===== src/rtl/midi_pkg.sv =====
package midi_pkg;
  localparam int OVS = 16;
  localparam int SW  = $clog2(OVS);
  localparam int DW  = 8;

  localparam int ST_AVAIL = 0;
  localparam int ST_TXFUL = 1;
  localparam int ST_OVF   = 2;
  localparam int ST_COL   = 3;
  localparam int ST_FERR  = 4;
  localparam int STW      = 5;

  typedef enum logic [2:0] {
    RX_IDLE, RX_START, RX_DATA, RX_STOP, RX_HOLD
  } rx_state_e;
endpackage


===== src/rtl/midi_fifo.sv =====
module midi_fifo #(
  parameter int W     = 8,
  parameter int DEPTH = 8
) (
  input  logic         clk_i,
  input  logic         rst_ni,
  input  logic         push_i,
  input  logic [W-1:0] din_i,
  input  logic         pop_i,
  output logic [W-1:0] dout_o,
  output logic         full_o,
  output logic         empty_o
);
  localparam int AW = (DEPTH > 2) ? $clog2(DEPTH) : 1;
  localparam int CW = $clog2(DEPTH + 1);

  logic [W-1:0]  mem [DEPTH];
  logic [AW-1:0] wp, rp;
  logic [CW-1:0] cnt;
  logic          do_push, do_pop;

  assign full_o  = (cnt == CW'(DEPTH));
  assign empty_o = (cnt == '0);
  assign do_push = push_i & ~full_o;
  assign do_pop  = pop_i & ~empty_o;
  assign dout_o  = mem[rp];

  always_ff @(posedge clk_i) begin
    if (do_push) mem[wp] <= din_i;
  end

  always_ff @(posedge clk_i or negedge rst_ni) begin
    if (!rst_ni) begin
      wp  <= '0;
      rp  <= '0;
      cnt <= '0;
    end else begin
      if (do_push) wp <= (wp == AW'(DEPTH - 1)) ? '0 : wp + 1'b1;
      if (do_pop)  rp <= (rp == AW'(DEPTH - 1)) ? '0 : rp + 1'b1;
      case ({do_push, do_pop})
        2'b10:   cnt <= cnt + 1'b1;
        2'b01:   cnt <= cnt - 1'b1;
        default: cnt <= cnt;
      endcase
    end
  end
endmodule


===== src/rtl/midi_tx.sv =====
module midi_tx
  import midi_pkg::*;
(
  input  logic          clk_i,
  input  logic          rst_ni,
  input  logic          tick_i,
  input  logic          avail_i,
  input  logic [DW-1:0] din_i,
  output logic          pop_o,
  output logic          midi_o
);
  logic          busy;
  logic [DW+1:0] shf;
  logic [3:0]    bit_cnt;
  logic [SW-1:0] sub;

  // frames start only on a tick so every bit is exactly OVS ticks wide
  assign pop_o  = ~busy & tick_i & avail_i;
  assign midi_o = busy ? shf[0] : 1'b1;

  always_ff @(posedge clk_i or negedge rst_ni) begin
    if (!rst_ni) begin
      busy    <= 1'b0;
      shf     <= '1;
      bit_cnt <= '0;
      sub     <= '0;
    end else if (pop_o) begin
      busy    <= 1'b1;
      shf     <= {1'b1, din_i, 1'b0};
      bit_cnt <= '0;
      sub     <= '0;
    end else if (busy && tick_i) begin
      if (sub == SW'(OVS - 1)) begin
        sub <= '0;
        shf <= {1'b1, shf[DW+1:1]};
        if (bit_cnt == 4'(DW + 1)) busy <= 1'b0;
        else                       bit_cnt <= bit_cnt + 1'b1;
      end else begin
        sub <= sub + 1'b1;
      end
    end
  end
endmodule


===== src/rtl/midi_rx.sv =====
module midi_rx
  import midi_pkg::*;
(
  input  logic          clk_i,
  input  logic          rst_ni,
  input  logic          tick_i,
  input  logic          rx_i,
  output logic          vld_o,
  output logic          ferr_o,
  output logic [DW-1:0] data_o
);
  rx_state_e     st;
  logic [SW-1:0] sub;
  logic [2:0]    bit_cnt;
  logic          last_sub;

  assign last_sub = (sub == SW'(OVS - 1));

  always_ff @(posedge clk_i or negedge rst_ni) begin
    if (!rst_ni) begin
      st      <= RX_IDLE;
      sub     <= '0;
      bit_cnt <= '0;
      data_o  <= '0;
      vld_o   <= 1'b0;
      ferr_o  <= 1'b0;
    end else begin
      vld_o  <= 1'b0;
      ferr_o <= 1'b0;
      case (st)
        RX_IDLE: if (tick_i && !rx_i) begin
          st  <= RX_START;
          sub <= '0;
        end
        RX_START: if (tick_i) begin
          if (sub == SW'(OVS / 2 - 1)) begin
            sub     <= '0;
            bit_cnt <= '0;
            st      <= rx_i ? RX_IDLE : RX_DATA;  // glitch rejection
          end else sub <= sub + 1'b1;
        end
        RX_DATA: if (tick_i) begin
          if (last_sub) begin
            sub    <= '0;
            data_o <= {rx_i, data_o[DW-1:1]};
            if (bit_cnt == 3'(DW - 1)) st <= RX_STOP;
            else                       bit_cnt <= bit_cnt + 1'b1;
          end else sub <= sub + 1'b1;
        end
        RX_STOP: if (tick_i) begin
          if (last_sub) begin
            sub <= '0;
            if (rx_i) begin
              vld_o <= 1'b1;
              st    <= RX_IDLE;
            end else begin
              ferr_o <= 1'b1;
              st     <= RX_HOLD;
            end
          end else sub <= sub + 1'b1;
        end
        RX_HOLD: if (rx_i) st <= RX_IDLE;
        default: st <= RX_IDLE;
      endcase
    end
  end
endmodule


===== src/rtl/midi_uart.sv =====
module midi_uart
  import midi_pkg::*;
#(
  parameter int CLK_HZ   = 50_000_000,
  parameter int BAUD     = 31_250,
  parameter int TX_DEPTH = 8,
  parameter int RX_DEPTH = 23
) (
  input  logic           clk_i,
  input  logic           rst_ni,
  input  logic           wr_i,
  input  logic [DW-1:0]  wdata_i,
  input  logic           rd_i,
  output logic [DW-1:0]  rdata_o,
  input  logic           stat_rd_i,
  output logic [STW-1:0] status_o,
  input  logic           midi_i,
  output logic           midi_o,
  output logic           rem_tx_valid_o,
  output logic [DW-1:0]  rem_tx_data_o,
  input  logic           rem_rx_valid_i,
  input  logic [DW-1:0]  rem_rx_data_i
);
  localparam int TICK_DIV = CLK_HZ / (BAUD * OVS);
  localparam int TW       = (TICK_DIV > 2) ? $clog2(TICK_DIV) : 1;

  logic [TW-1:0] tcnt;
  logic          tick;
  logic [1:0]    sync_q;
  logic          tx_full, tx_empty, tx_pop;
  logic [DW-1:0] tx_head;
  logic          loc_vld, loc_ferr;
  logic [DW-1:0] loc_data;
  logic          rx_push, rx_full, rx_empty;
  logic [DW-1:0] rx_din;
  logic          ovf_q, col_q, ferr_q;

  assign tick = (tcnt == TW'(TICK_DIV - 1));

  always_ff @(posedge clk_i or negedge rst_ni) begin
    if (!rst_ni) begin
      tcnt   <= '0;
      sync_q <= 2'b11;
    end else begin
      tcnt   <= tick ? '0 : tcnt + 1'b1;
      sync_q <= {sync_q[0], midi_i};
    end
  end

  midi_fifo #(.W(DW), .DEPTH(TX_DEPTH)) i_tx_fifo (
    .clk_i, .rst_ni,
    .push_i (wr_i),
    .din_i  (wdata_i),
    .pop_i  (tx_pop),
    .dout_o (tx_head),
    .full_o (tx_full),
    .empty_o(tx_empty)
  );

  midi_tx i_tx (
    .clk_i, .rst_ni,
    .tick_i (tick),
    .avail_i(~tx_empty),
    .din_i  (tx_head),
    .pop_o  (tx_pop),
    .midi_o (midi_o)
  );

  assign rem_tx_valid_o = tx_pop;
  assign rem_tx_data_o  = tx_head;

  midi_rx i_rx (
    .clk_i, .rst_ni,
    .tick_i(tick),
    .rx_i  (sync_q[1]),
    .vld_o (loc_vld),
    .ferr_o(loc_ferr),
    .data_o(loc_data)
  );

  // local deserializer wins a same-cycle clash with the expansion channel
  assign rx_push = loc_vld | rem_rx_valid_i;
  assign rx_din  = loc_vld ? loc_data : rem_rx_data_i;

  midi_fifo #(.W(DW), .DEPTH(RX_DEPTH)) i_rx_fifo (
    .clk_i, .rst_ni,
    .push_i (rx_push),
    .din_i  (rx_din),
    .pop_i  (rd_i),
    .dout_o (rdata_o),
    .full_o (rx_full),
    .empty_o(rx_empty)
  );

  always_ff @(posedge clk_i or negedge rst_ni) begin
    if (!rst_ni) begin
      ovf_q  <= 1'b0;
      col_q  <= 1'b0;
      ferr_q <= 1'b0;
    end else begin
      ovf_q  <= (ovf_q & ~stat_rd_i) | (rx_push & rx_full);
      col_q  <= (col_q & ~stat_rd_i) | (loc_vld & rem_rx_valid_i);
      ferr_q <= (ferr_q & ~stat_rd_i) | loc_ferr;
    end
  end

  always_comb begin
    status_o           = '0;
    status_o[ST_AVAIL] = ~rx_empty;
    status_o[ST_TXFUL] = tx_full;
    status_o[ST_OVF]   = ovf_q;
    status_o[ST_COL]   = col_q;
    status_o[ST_FERR]  = ferr_q;
  end
endmodule


===== config.mk =====
export PLATFORM = sky130hd
export DESIGN_NAME = midi_uart
export DESIGN_NICKNAME = d
export VERILOG_FILES = /design/src/rtl/midi_pkg.sv /design/src/rtl/midi_fifo.sv /design/src/rtl/midi_tx.sv /design/src/rtl/midi_rx.sv /design/src/rtl/midi_uart.sv
export SDC_FILE = /design/constraint.sdc
export NUM_CORES = 1
export LEC_CHECK = 0
export ABC_AREA = 0
export CAP_MARGIN = 20
export CORE_AREA = 4 4 179 181
export CTS_CLUSTER_SIZE = 10
export DETAILED_ROUTE_END_ITERATION = 6
export DIE_AREA = 0 0 183 185
export DONT_BUFFER_PORTS = 1
export GPL_TIMING_DRIVEN = 1
export PLACE_DENSITY = 0.68
export SKIP_LAST_GASP = 1
export SYNTH_ARGS = -nofsm -noshare
export SYNTH_HDL_FRONTEND = slang
export SYNTH_SLANG_ARGS = --single-unit

===== constraint.sdc =====
create_clock -name clk_i -period 4.31 [get_ports clk_i]
set_input_delay 0.431 -clock clk_i [delete_from_list [all_inputs] [get_ports clk_i]]
set_output_delay 0.431 -clock clk_i [all_outputs]
set_load 0.02 [all_outputs]

==> impl_metrics.env <==
export IMPL_routabilityCongestion=0.778
export IMPL_synth_nets=888
export IMPL_cts_made_buffers=38
export IMPL_nets=906
export IMPL_ys_types=54
export IMPL_drive_gt1_share_pct=19.1
export IMPL_worstSetupPathType="flip-flop to primary output"
export IMPL_clockBufferDepth=3
export IMPL_crit_chain="buf_4 -> mux4_2 -> o221ai_1 -> o21ai_0"
export IMPL_die_h_um=185
export IMPL_ys_ff_latch=323
export IMPL_tightest_slew_ps=930
export IMPL_tns_ps=0
export IMPL_cts_sinks=323
export IMPL_worstHoldEndpoint="col_q"
export IMPL_synth_area_leaders="edfxtp_1, dfrtp_1, mux4_2"
export IMPL_vias=7019
export IMPL_yosysWarnings=0
export IMPL_hold_ws_ps=51.2
export IMPL_synthSimpleGateAreaFrac_pct=6.88
export IMPL_yosys_area_share_adder_pct=2.37
export IMPL_slowest_delay_ps=940
export IMPL_holdCritStartpoint="rem_rx_valid_i"
export IMPL_slew_headroom_pct=37.7
export IMPL_synth_area_per_cell_um2=16.1
export IMPL_synthMuxAreaShare_pct=13.9
export IMPL_maxCapViolations=0
export IMPL_initial_core_util_pct=44.4
export IMPL_htree_num_levels=2
export IMPL_ir_worst_vdd_uv=314
export IMPL_clk_pin_slew_ps=50
export IMPL_critPathArrivalTime_ps=2970
export IMPL_grt_setup_unrepaired="false"
export IMPL_cts_tree="yes"
export IMPL_synth_async_reset_ratio_pct=23.2
export IMPL_fmax_mhz=294
export IMPL_crit_family="flip-flops"
export IMPL_r2r_end="i_rx_fifo.cnt[4]"
export IMPL_grt_max_degree=76
export IMPL_grt_util_all_layers_pct=15.6
export IMPL_rows=64
export IMPL_firstDrtPassIters=5
export IMPL_drc=0
export IMPL_synth_edff_count=248
export IMPL_required_ps=3880
export IMPL_core_area_um2=30400
export IMPL_reg2reg_slack_ps=970
export IMPL_finalCritPeriodShare_pct=78.9
export IMPL_insertion_delay_ps=520
export IMPL_antenna_found_initial=1
export IMPL_synth_top_cell_area_share_pct=55.1
export IMPL_ant_nets=0
export IMPL_syn_cell_area_um2=13500
export IMPL_worstRegToRegCells=11
export IMPL_grt_pass1_vias=7199
export IMPL_maxSlewViolCount=0
export IMPL_hold_viol=0
export IMPL_post_cts_resized=0
export IMPL_antennaDiodeCount=0
export IMPL_drt_iter0_markers=512
export IMPL_worstSetupStartpointType="flip-flop"
export IMPL_die_area_um2=33900
export IMPL_fin_skew_ps=16.6
export IMPL_gr_total_overflow=0
export IMPL_fp_dieW_um=183
export IMPL_synth_compound_area_share_pct=4.93
export IMPL_status="completed"
export IMPL_area_delta_synth_final_pct=12.0
export IMPL_power_density_nw_per_um2=537
export IMPL_register_area_um2=9340
export IMPL_fillers=2533
export IMPL_ys_seq_area_share_pct=69.1
export IMPL_setup_viol=0
export IMPL_wire_per_inst_um=20.4
export IMPL_synth_top_family_by_area="multiplexers"
export IMPL_critPathSlowestCell="dfrtp_1"
export IMPL_via_per_inst=5.50
export IMPL_reg2reg_from="i_rx_fifo.cnt[0]"
export IMPL_ctsRootBufferMaster="clkbuf_16"
export IMPL_grt_pass1_wl_um=41000
export IMPL_min_path_type="primary input to flip-flop"
export IMPL_p_leak_nw=5.28
export IMPL_multi_input_area_um2=3910
export IMPL_yosysTopAreaCell="edfxtp_1"
export IMPL_path_max_fanout=22
export IMPL_period_minus_slack_ps=3400
export IMPL_synthCells=840
export IMPL_ys_flop_type="edfxtp_1"
export IMPL_synthXorXnorAreaFrac_pct=0.843
export IMPL_place_hpwl_um=16300
export IMPL_cp_num_buf_inv=1
export IMPL_final_util_pct=49.7
export IMPL_hold_path_depth=1
export IMPL_worstSetupEndpointType="primary output"
export IMPL_io_buffers=0
export IMPL_drt_wl_total_um=26000
export IMPL_io_pins=46
==> what timing repair did <==
item                                    in CTS  in global routing
endpoints found under the setup margin       0                  0
buffers inserted                             0                  0
hold endpoints to repair                   140                  0
hold buffers                                11                  0
==> through the flow <==
step	power, W	cells	area (µm²)	setup slack [ps]
3_5_place_dp	0.00535	1202	13900	958
6_report	0.00812	1276	15100	910
2_1_floorplan	0.00493	840	13500	1240
5_1_grt	0.00850	1276	15100	750
4_1_cts	0.00822	1275	15100	887
3_3_place_gp	0.00531	1202	13900	1040
==> flip-flops by register name, summed over array words and instances (netlist names), 2 cells and up <==
| register | count |
|---|---|
| i_rx_fifo.rp | 5 |
| sync_q | 2 |
| i_tx.shf | 9 |
| i_rx.bit_cnt | 3 |
| i_rx_fifo.cnt | 5 |
| i_rx.sub | 4 |
| i_tx_fifo.rp | 3 |
| i_rx.st | 3 |
| i_rx_fifo.wp | 5 |
| i_tx_fifo.mem | 64 |
| i_tx.sub | 4 |
| i_tx_fifo.cnt | 4 |
| i_tx_fifo.wp | 3 |
| i_rx_fifo.mem | 184 |
| i_tx.bit_cnt | 4 |
| i_rx.data_o | 8 |
| tcnt | 7 |
==> power breakdown <==
group / switching, W / leakage, nW / internal [W]
Sequential: 0.000223 / 3.19 / 0.00352
Clock: 0.00116 / 0.522 / 0.00167
Combinational: 0.000871 / 1.57 / 0.000689
==> cell usage in the layout (no fill, tap or decap), types with 22 or more instances in the layout <==
cell,count
o21ai_0,42
ha_1,24
nand2_1,72
a21oi_1,22
mux4_2,56
edfxtp_1,248
mux2_2,29
dfrtp_1,63
nor2_1,57
clkbuf_16,39
==> cell usage after synthesis (3+ instances only) <==
cell type / count
a21o_1: 7
a21oi_1: 22
a22o_1: 6
a31oi_1: 3
buf_1: 3
buf_2: 8
buf_4: 4
clkbuf_1: 25
dfrtp_1: 64
dfstp_2: 11
edfxtp_1: 248
ha_1: 24
inv_1: 20
mux2_2: 29
mux2_4: 7
mux2i_1: 18
mux4_2: 56
nand2_1: 72
nand2b_1: 6
nand3_1: 16
nand3b_1: 3
nand4_1: 5
nor2_1: 57
nor3_1: 12
nor4_1: 5
o21ai_0: 42
o221ai_1: 8
o22ai_1: 7
o31ai_1: 3
or2_2: 5
or3_1: 3
xnor2_1: 7
xor2_1: 6
==> area by class of cell <==
cell class	instances	share of cell area (%)
clock buffer	59	6.94
sequential	323	61.7
clock inverter	3	0.248
inverter	20	0.496
tap	396	3.27
multi-input combinational	455	25.8
timing repair buffer	20	1.50
==> per-layer routing <==
layer | up-vias | track usage (%) | part of all wire [%]
met2 | 133 | 26.3 | 50
met4 | 2 | 4.26 | 1.9
met3 | 39 | 3.50 | 5.0
met5 | - | 0 | 0.031
li1 | 3273 | - | -
met1 | 3572 | 20.6 | 43
==> cells by family after synthesis <==
logic type | count (synthesis)
flops | 323
simple gates | 199
mux | 110
compound gates | 108
buf+inv | 62
fa+ha+maj | 25
xor+xnor | 13
==> worst max-delay path by stage <==
stage                     start               end  slack [ps]  cells past startpoint
2_1_floorplan  i_rx_fifo.cnt[0]  i_rx_fifo.cnt[4]        1240                     11
3_3_place_gp   i_rx_fifo.cnt[0]  i_rx_fifo.cnt[4]        1040                     11
3_5_place_dp   i_rx_fifo.cnt[0]  i_rx_fifo.cnt[4]         960                     11
5_1_grt        i_rx_fifo.cnt[0]  i_rx_fifo.cnt[4]         750                     11
4_1_cts         i_rx_fifo.rp[3]        rdata_o[7]         890                      4
6_report        i_rx_fifo.rp[3]        rdata_o[7]         910                      4
(Power assumes the default switching activity.)
